==> src/rtl/i2c_tgt_pkg.sv <==
package i2c_tgt_pkg;
    typedef enum logic [3:0] {
        ST_IDLE,
        ST_ADDR,
        ST_ADDR_ACK,
        ST_RX_BYTE,
        ST_RX_STALL,
        ST_RX_ACK,
        ST_TX_BYTE,
        ST_TX_ACK,
        ST_IGNORE
    } tgt_state_e;
endpackage

==> src/rtl/i2c_tgt_linesync.sv <==
module i2c_tgt_linesync #(
    parameter int STAGES = 2
) (
    input  logic clk,
    input  logic rst_n,
    input  logic scl_i,
    input  logic sda_i,
    output logic sda_s,
    output logic scl_rise,
    output logic scl_fall,
    output logic start_det,
    output logic stop_det
);
    logic [STAGES-1:0] scl_pipe, sda_pipe;
    logic scl_q, sda_q, scl_s;

    always_ff @(posedge clk or negedge rst_n) begin
        if (!rst_n) begin
            scl_pipe <= '1;
            sda_pipe <= '1;
            scl_q    <= 1'b1;
            sda_q    <= 1'b1;
        end else begin
            scl_pipe <= {scl_pipe[STAGES-2:0], scl_i};
            sda_pipe <= {sda_pipe[STAGES-2:0], sda_i};
            scl_q    <= scl_pipe[STAGES-1];
            sda_q    <= sda_pipe[STAGES-1];
        end
    end

    assign scl_s     = scl_pipe[STAGES-1];
    assign sda_s     = sda_pipe[STAGES-1];
    assign scl_rise  = scl_s & ~scl_q;
    assign scl_fall  = ~scl_s & scl_q;
    // SDA edge while SCL stays high
    assign start_det = scl_s & scl_q & sda_q & ~sda_s;
    assign stop_det  = scl_s & scl_q & ~sda_q & sda_s;
endmodule

==> src/rtl/i2c_tgt_rxbuf.sv <==
module i2c_tgt_rxbuf #(
    parameter int W = 8
) (
    input  logic         clk,
    input  logic         rst_n,
    input  logic         load,
    input  logic [W-1:0] load_data,
    input  logic         rd,
    output logic [W-1:0] data,
    output logic         ready
);
    always_ff @(posedge clk or negedge rst_n) begin
        if (!rst_n) begin
            data  <= '0;
            ready <= 1'b0;
        end else if (load) begin
            data  <= load_data;
            ready <= 1'b1;
        end else if (rd) begin
            ready <= 1'b0;
        end
    end
endmodule

==> src/rtl/i2c_tgt_txbuf.sv <==
module i2c_tgt_txbuf #(
    parameter int W = 8
) (
    input  logic         clk,
    input  logic         rst_n,
    input  logic         wr,
    input  logic [W-1:0] wdata,
    input  logic         take,
    output logic [W-1:0] data,
    output logic         empty
);
    always_ff @(posedge clk or negedge rst_n) begin
        if (!rst_n) begin
            data  <= '0;
            empty <= 1'b1;
        end else if (wr) begin
            data  <= wdata;
            empty <= 1'b0;
        end else if (take) begin
            empty <= 1'b1;
        end
    end
endmodule

==> src/rtl/i2c_tgt_ctrl.sv <==
module i2c_tgt_ctrl
    import i2c_tgt_pkg::*;
#(
    parameter int DATA_W      = 8,
    parameter int SYNC_STAGES = 2
) (
    input  logic              clk,
    input  logic              rst_n,
    input  logic [DATA_W-2:0] cfg_addr,
    input  logic              scl_i,
    input  logic              sda_i,
    output logic              scl_oe,
    output logic              sda_oe,
    input  logic              host_rd_rx,
    output logic [DATA_W-1:0] rx_data,
    input  logic              host_wr_tx,
    input  logic [DATA_W-1:0] tx_wdata,
    output logic              sts_access,
    output logic              sts_read,
    output logic              sts_rx_ready,
    output logic              sts_tx_ready,
    output logic              sts_clk_wait,
    output logic              sts_end_access,
    output logic              sts_xfer_done
);
    localparam int CNT_W = $clog2(DATA_W + 1);
    localparam logic [CNT_W-1:0] CNT_FULL = CNT_W'(DATA_W);
    localparam logic [CNT_W-1:0] CNT_LAST = CNT_W'(DATA_W - 1);

    tgt_state_e        state;
    logic [CNT_W-1:0]  cnt;
    logic [DATA_W-1:0] shreg, txsh, tx_hold;
    logic              ack_ok, access, rd_dir, xfer_done, end_pulse;
    logic              sda_s, scl_rise, scl_fall, start_det, stop_det;
    logic              bus_evt, rx_load, tx_take;

    i2c_tgt_linesync #(.STAGES(SYNC_STAGES)) u_sync (
        .clk(clk), .rst_n(rst_n), .scl_i(scl_i), .sda_i(sda_i),
        .sda_s(sda_s), .scl_rise(scl_rise), .scl_fall(scl_fall),
        .start_det(start_det), .stop_det(stop_det)
    );

    assign bus_evt = start_det | stop_det;
    // byte enters holding register straight from shifter, or after a stall
    assign rx_load = !bus_evt && !sts_rx_ready &&
                     ((state == ST_RX_BYTE && scl_fall && cnt == CNT_FULL) ||
                      (state == ST_RX_STALL));
    assign tx_take = !bus_evt && scl_fall &&
                     ((state == ST_ADDR_ACK && rd_dir) ||
                      (state == ST_TX_ACK && ack_ok));

    i2c_tgt_rxbuf #(.W(DATA_W)) u_rx (
        .clk(clk), .rst_n(rst_n), .load(rx_load), .load_data(shreg),
        .rd(host_rd_rx), .data(rx_data), .ready(sts_rx_ready)
    );

    i2c_tgt_txbuf #(.W(DATA_W)) u_tx (
        .clk(clk), .rst_n(rst_n), .wr(host_wr_tx), .wdata(tx_wdata),
        .take(tx_take), .data(tx_hold), .empty(sts_tx_ready)
    );

    // state register and datapath
    always_ff @(posedge clk or negedge rst_n) begin
        if (!rst_n) begin
            state     <= ST_IDLE;
            cnt       <= '0;
            shreg     <= '0;
            txsh      <= '0;
            ack_ok    <= 1'b0;
            access    <= 1'b0;
            rd_dir    <= 1'b0;
            xfer_done <= 1'b1;
            end_pulse <= 1'b0;
        end else begin
            end_pulse <= 1'b0;
            if (stop_det) begin
                state <= ST_IDLE;
                if (access) begin
                    access    <= 1'b0;
                    xfer_done <= 1'b1;
                    end_pulse <= 1'b1;
                end
            end else if (start_det) begin
                state <= ST_ADDR;
                cnt   <= '0;
            end else begin
                unique case (state)
                    ST_IDLE: ;
                    ST_ADDR: begin
                        if (scl_rise) begin
                            shreg <= {shreg[DATA_W-2:0], sda_s};
                            cnt   <= cnt + 1'b1;
                        end else if (scl_fall && cnt == CNT_FULL) begin
                            if (shreg[DATA_W-1:1] == cfg_addr) begin
                                state     <= ST_ADDR_ACK;
                                access    <= 1'b1;
                                rd_dir    <= shreg[0];
                                xfer_done <= 1'b0;
                            end else begin
                                state <= ST_IGNORE;
                                if (access) begin
                                    access    <= 1'b0;
                                    xfer_done <= 1'b1;
                                    end_pulse <= 1'b1;
                                end
                            end
                        end
                    end
                    ST_ADDR_ACK: begin
                        if (scl_fall) begin
                            cnt <= '0;
                            if (rd_dir) begin
                                state <= ST_TX_BYTE;
                                txsh  <= tx_hold;
                            end else begin
                                state <= ST_RX_BYTE;
                            end
                        end
                    end
                    ST_RX_BYTE: begin
                        if (scl_rise) begin
                            shreg <= {shreg[DATA_W-2:0], sda_s};
                            cnt   <= cnt + 1'b1;
                        end else if (scl_fall && cnt == CNT_FULL) begin
                            state <= sts_rx_ready ? ST_RX_STALL : ST_RX_ACK;
                        end
                    end
                    ST_RX_STALL: begin
                        if (!sts_rx_ready) state <= ST_RX_ACK;
                    end
                    ST_RX_ACK: begin
                        if (scl_fall) begin
                            state <= ST_RX_BYTE;
                            cnt   <= '0;
                        end
                    end
                    ST_TX_BYTE: begin
                        if (scl_fall) begin
                            if (cnt == CNT_LAST) begin
                                state <= ST_TX_ACK;
                            end else begin
                                txsh <= {txsh[DATA_W-2:0], 1'b1};
                                cnt  <= cnt + 1'b1;
                            end
                        end
                    end
                    ST_TX_ACK: begin
                        if (scl_rise) begin
                            ack_ok <= ~sda_s;
                        end else if (scl_fall) begin
                            if (ack_ok) begin
                                state <= ST_TX_BYTE;
                                txsh  <= tx_hold;
                                cnt   <= '0;
                            end else begin
                                state <= ST_IGNORE;
                            end
                        end
                    end
                    ST_IGNORE: ;
                    default: state <= ST_IDLE;
                endcase
            end
        end
    end

    // outputs decoded from state
    always_comb begin
        scl_oe = 1'b0;
        sda_oe = 1'b0;
        unique case (state)
            ST_ADDR_ACK: sda_oe = 1'b1;
            ST_RX_STALL: begin
                scl_oe = 1'b1;
                sda_oe = 1'b1;
            end
            ST_RX_ACK:   sda_oe = 1'b1;
            ST_TX_BYTE:  sda_oe = ~txsh[DATA_W-1];
            default: ;
        endcase
    end

    assign sts_clk_wait   = (state == ST_RX_STALL);
    assign sts_access     = access;
    assign sts_read       = rd_dir;
    assign sts_xfer_done  = xfer_done;
    assign sts_end_access = end_pulse;
endmodule

==> config.mk <==
export PLATFORM = sky130hd
export DESIGN_NAME = i2c_tgt_ctrl
export DESIGN_NICKNAME = d
export VERILOG_FILES = /design/src/rtl/i2c_tgt_pkg.sv /design/src/rtl/i2c_tgt_linesync.sv /design/src/rtl/i2c_tgt_rxbuf.sv /design/src/rtl/i2c_tgt_txbuf.sv /design/src/rtl/i2c_tgt_ctrl.sv
export SDC_FILE = /design/constraint.sdc
export NUM_CORES = 1
export LEC_CHECK = 0
export BUFFER_PORTS_ARGS = -buffer_cell sky130_fd_sc_hd__buf_2
export CAP_MARGIN = 20
export CORE_MARGIN = 10
export CORE_UTILIZATION = 60
export DETAILED_ROUTE_END_ITERATION = 7
export GPL_ROUTABILITY_DRIVEN = 0
export GPL_TIMING_DRIVEN = 0
export PLACE_DENSITY = 0.83
export SETUP_SLACK_MARGIN = 0.1
export SLEW_MARGIN = 20
export SYNTH_ARGS = -nofsm -noshare
export SYNTH_HDL_FRONTEND = slang
export SYNTH_SLANG_ARGS = --single-unit
==> constraint.sdc <==
create_clock -name clk -period 4.7 [get_ports clk]
set_clock_uncertainty 0.15 [all_clocks]
set_input_delay 0.47 -clock clk [delete_from_list [all_inputs] [get_ports clk]]
set_output_delay 0.47 -clock clk [all_outputs]
set_load 0.03 [all_outputs]
==> run metrics <==
top cells by count, synth dfrtp_1, mux2_2, nand2_1; RSZ-0062 raised after global routing false; status complete, no violations; critical path type flop to primary output; DIE HEIGHT roughly 86 um; post-DP HPWL between 3 and 4 mm; Final Net Count between 300 and 400; HP Class input port to asynchronous set/reset pin; sequential share of the synthesized area 51.3%; post-route design area 0.00296 sq mm; DR vias 1,981; f_max 412 MHz; Worst-path clk slew ~0.090 ns; Arr. time, crit path around 1.8 ns; max_cap viols 0; Mapped Cells between 200 and 250; num ports 38; P_leak around 1.4 nW; Yosys reg bits 53; Clock Tree Buf Depth 2; Register Area around 0.0013 sq mm; ANT nets after route 0; Final setup viols 0; syn avg cell area 11.0 sq um; area of the multi-input gates about 0.0012 sq mm; post-synth cell types 52; Post-Syn Area 0.00261 sq mm; fin crit share 51.6%; Area after DPL 0.00285 sq mm; vias in the first global route between 1.5k and 2k; ys async rst share 100%; # diodes 0; drt drc 0; VDD IR max around 0.27 mV; post-CTS setup buffer count 0; Syn Nets 259; Worst Path Max Fanout 10; most frequent cell after synthesis dfrtp_1; largest net degree at the start of global routing 54; Post-synth EDFFs 0; Setup crit end kind primary output; Remaining Overflow, GRT 0; area grow syn2layout 13.5%; Std-Cell Rows 23; clock root buffer clkbuf_8; H-tree depth 2; Total GRT Usage 15.5%; number of gates resized after cts 0; Synth Flop Type dfrtp_1; setup slack, reg-to-reg 2.33 ns; Filler Cell Count 302; WL/cell between 15 and 20 um; Vias per Instance 6.00; startpoint type of the worst setup path flop; Initial Utilization 63.3%; CTS tree done; final setup TNS 0 ns; crit path cell chain clkbuf_1 -> inv_1 -> nand2_1 -> a21oi_1 -> buf_2; relative slew slack 57.6%; share of cells above drive strength 1 30.7%; port bufs 36; CP max stage cell dfrtp_1; PwrDens about 390 mW/mm^2; Slew Limit Fails 0; die area 0.00738 sq mm; reg2reg path depth 6; Die Span X between 80 and 90 um; Post-Route WL 5.52 mm; initial DRC count 252; TritonCTS Buffers 5; post-cts hold buffer count 0; Worst path max stage delay approximately 0.47 ns; first-pass GRT wire length 9.40 mm; drt pass-1 iters 6; Num Clock Sinks 53; RR Endpoint cnt[2]$_DFFE_PN0P_; largest area contributor in the netlist dfrtp_1; post-synth top area share 43.2%; r2r startpoint cnt[0]$_DFFE_PN0P_; yosys warns 0; worst path required time 4.08 ns; initial antenna violation count 0; core area ~0.004 sq mm; Tmin final 2.43 ns; Slew @ Worst Pin approximately 0.64 ns; Clock Latency Late Sink around 0.3 ns; largest cells by area after synthesis dfrtp_1, mux2_2, dfstp_2, o21ai_0, nand2_1; final hold vios 0
[through the flow]
step	hold WS (ns)	total power, mW	utilization, %	cells	setup WS (ns)
floorplan	0.0244	0.781	-	236	2.39
global placement	0.196	0.853	69.2	322	2.40
detailed placement	0.197	0.866	69.3	322	2.34
CTS	0.0625	1.16	71.9	330	2.33
global route	0.0761	1.23	71.9	330	2.13
finish	0.0393	1.17	71.9	330	2.27
[cells in the final DEF (no fill, tap or decap), drive strengths merged, types with 5 or more instances in the layout]
| cell type | n |
|---|---|
| nand2 | 22 |
| nor2 | 11 |
| inv | 7 |
| mux2i | 7 |
| nand2b | 7 |
| clkbuf | 13 |
| o21ai | 18 |
| nand3 | 5 |
| mux2 | 26 |
| xor2 | 5 |
| dfrtp | 45 |
| nor3 | 5 |
| dfstp | 8 |
| buf | 40 |
| a21oi | 8 |
[worst max-delay path by stage]
stage | startpoint | depth (start not counted) | end
6_report | state[1]$_DFFE_PN0P_ | 5 | sda_oe
5_1_grt | state[2]$_DFFE_PN0P_ | 7 | txsh[2]$_DFFE_PN0P_
4_1_cts | cnt[0]$_DFFE_PN0P_ | 6 | cnt[2]$_DFFE_PN0P_
3_5_place_dp | cnt[0]$_DFFE_PN0P_ | 6 | cnt[2]$_DFFE_PN0P_
3_3_place_gp | cnt[0]$_DFFE_PN0P_ | 6 | cnt[2]$_DFFE_PN0P_
2_1_floorplan | state[1]$_DFFE_PN0P_ | 3 | sts_clk_wait
[where the power goes]
part	switching [mW]	internal, mW	leakage, nW
combinational	0.172	0.127	0.621
sequential	0.0539	0.510	0.686
clock	0.145	0.158	0.0552
total	0.371	0.795	1.36
[kinds of logic after synthesis]
logic type / after synthesis / share of synthesized area (%)
buffers and inverters: 18 / 3.12
AO/OA/AOI/OAI: 52 / 13.6
XOR/XNOR: 8 / 2.69
multiplexers: 33 / 13.9
AND/OR/NAND/NOR: 70 / 14.5
adder cells (fa/ha/maj): 2 / 0.960
flip-flops: 53 / 51.3
[layout make-up]
type,instances,share of cell area (%)
multi-input combinational,165,40.2
timing repair buffer,36,6.17
sequential,53,45.2
clock buffer,6,2.45
clock inverter,2,1.18
tap,50,2.11
inverter,7,0.888
buffer,11,1.86
[per-layer routing]
| layer | share of wire [%] | GRT usage (%) | up-vias |
|---|---|---|---|
| li1 | - | - | 938 |
| met1 | 44 | 20.7 | 956 |
| met2 | 48 | 23.5 | 78 |
| met3 | 6.0 | 3.31 | 9 |
| met4 | 1.8 | 6.74 | 0 |
| met5 | 0 | 0 | - |
[critical path, delay by kind of cell (launching register included)]
kind / cells / cell delay [ns]
and+or+nand+nor: 1 / 0.12
AOI/OAI and AO/OA: 1 / 0.09
buffers and inverters: 3 / 0.82
DFF: 1 / 0.47
[state kept, by name, summed over array words and instances (netlist names), 2 cells and up]
signal / cells
u_rx.data: 8
u_sync.scl_pipe: 2
txsh: 8
u_tx.data: 8
shreg: 8
cnt: 4
u_sync.sda_pipe: 2
state: 4
(Power assumes the default switching activity.)
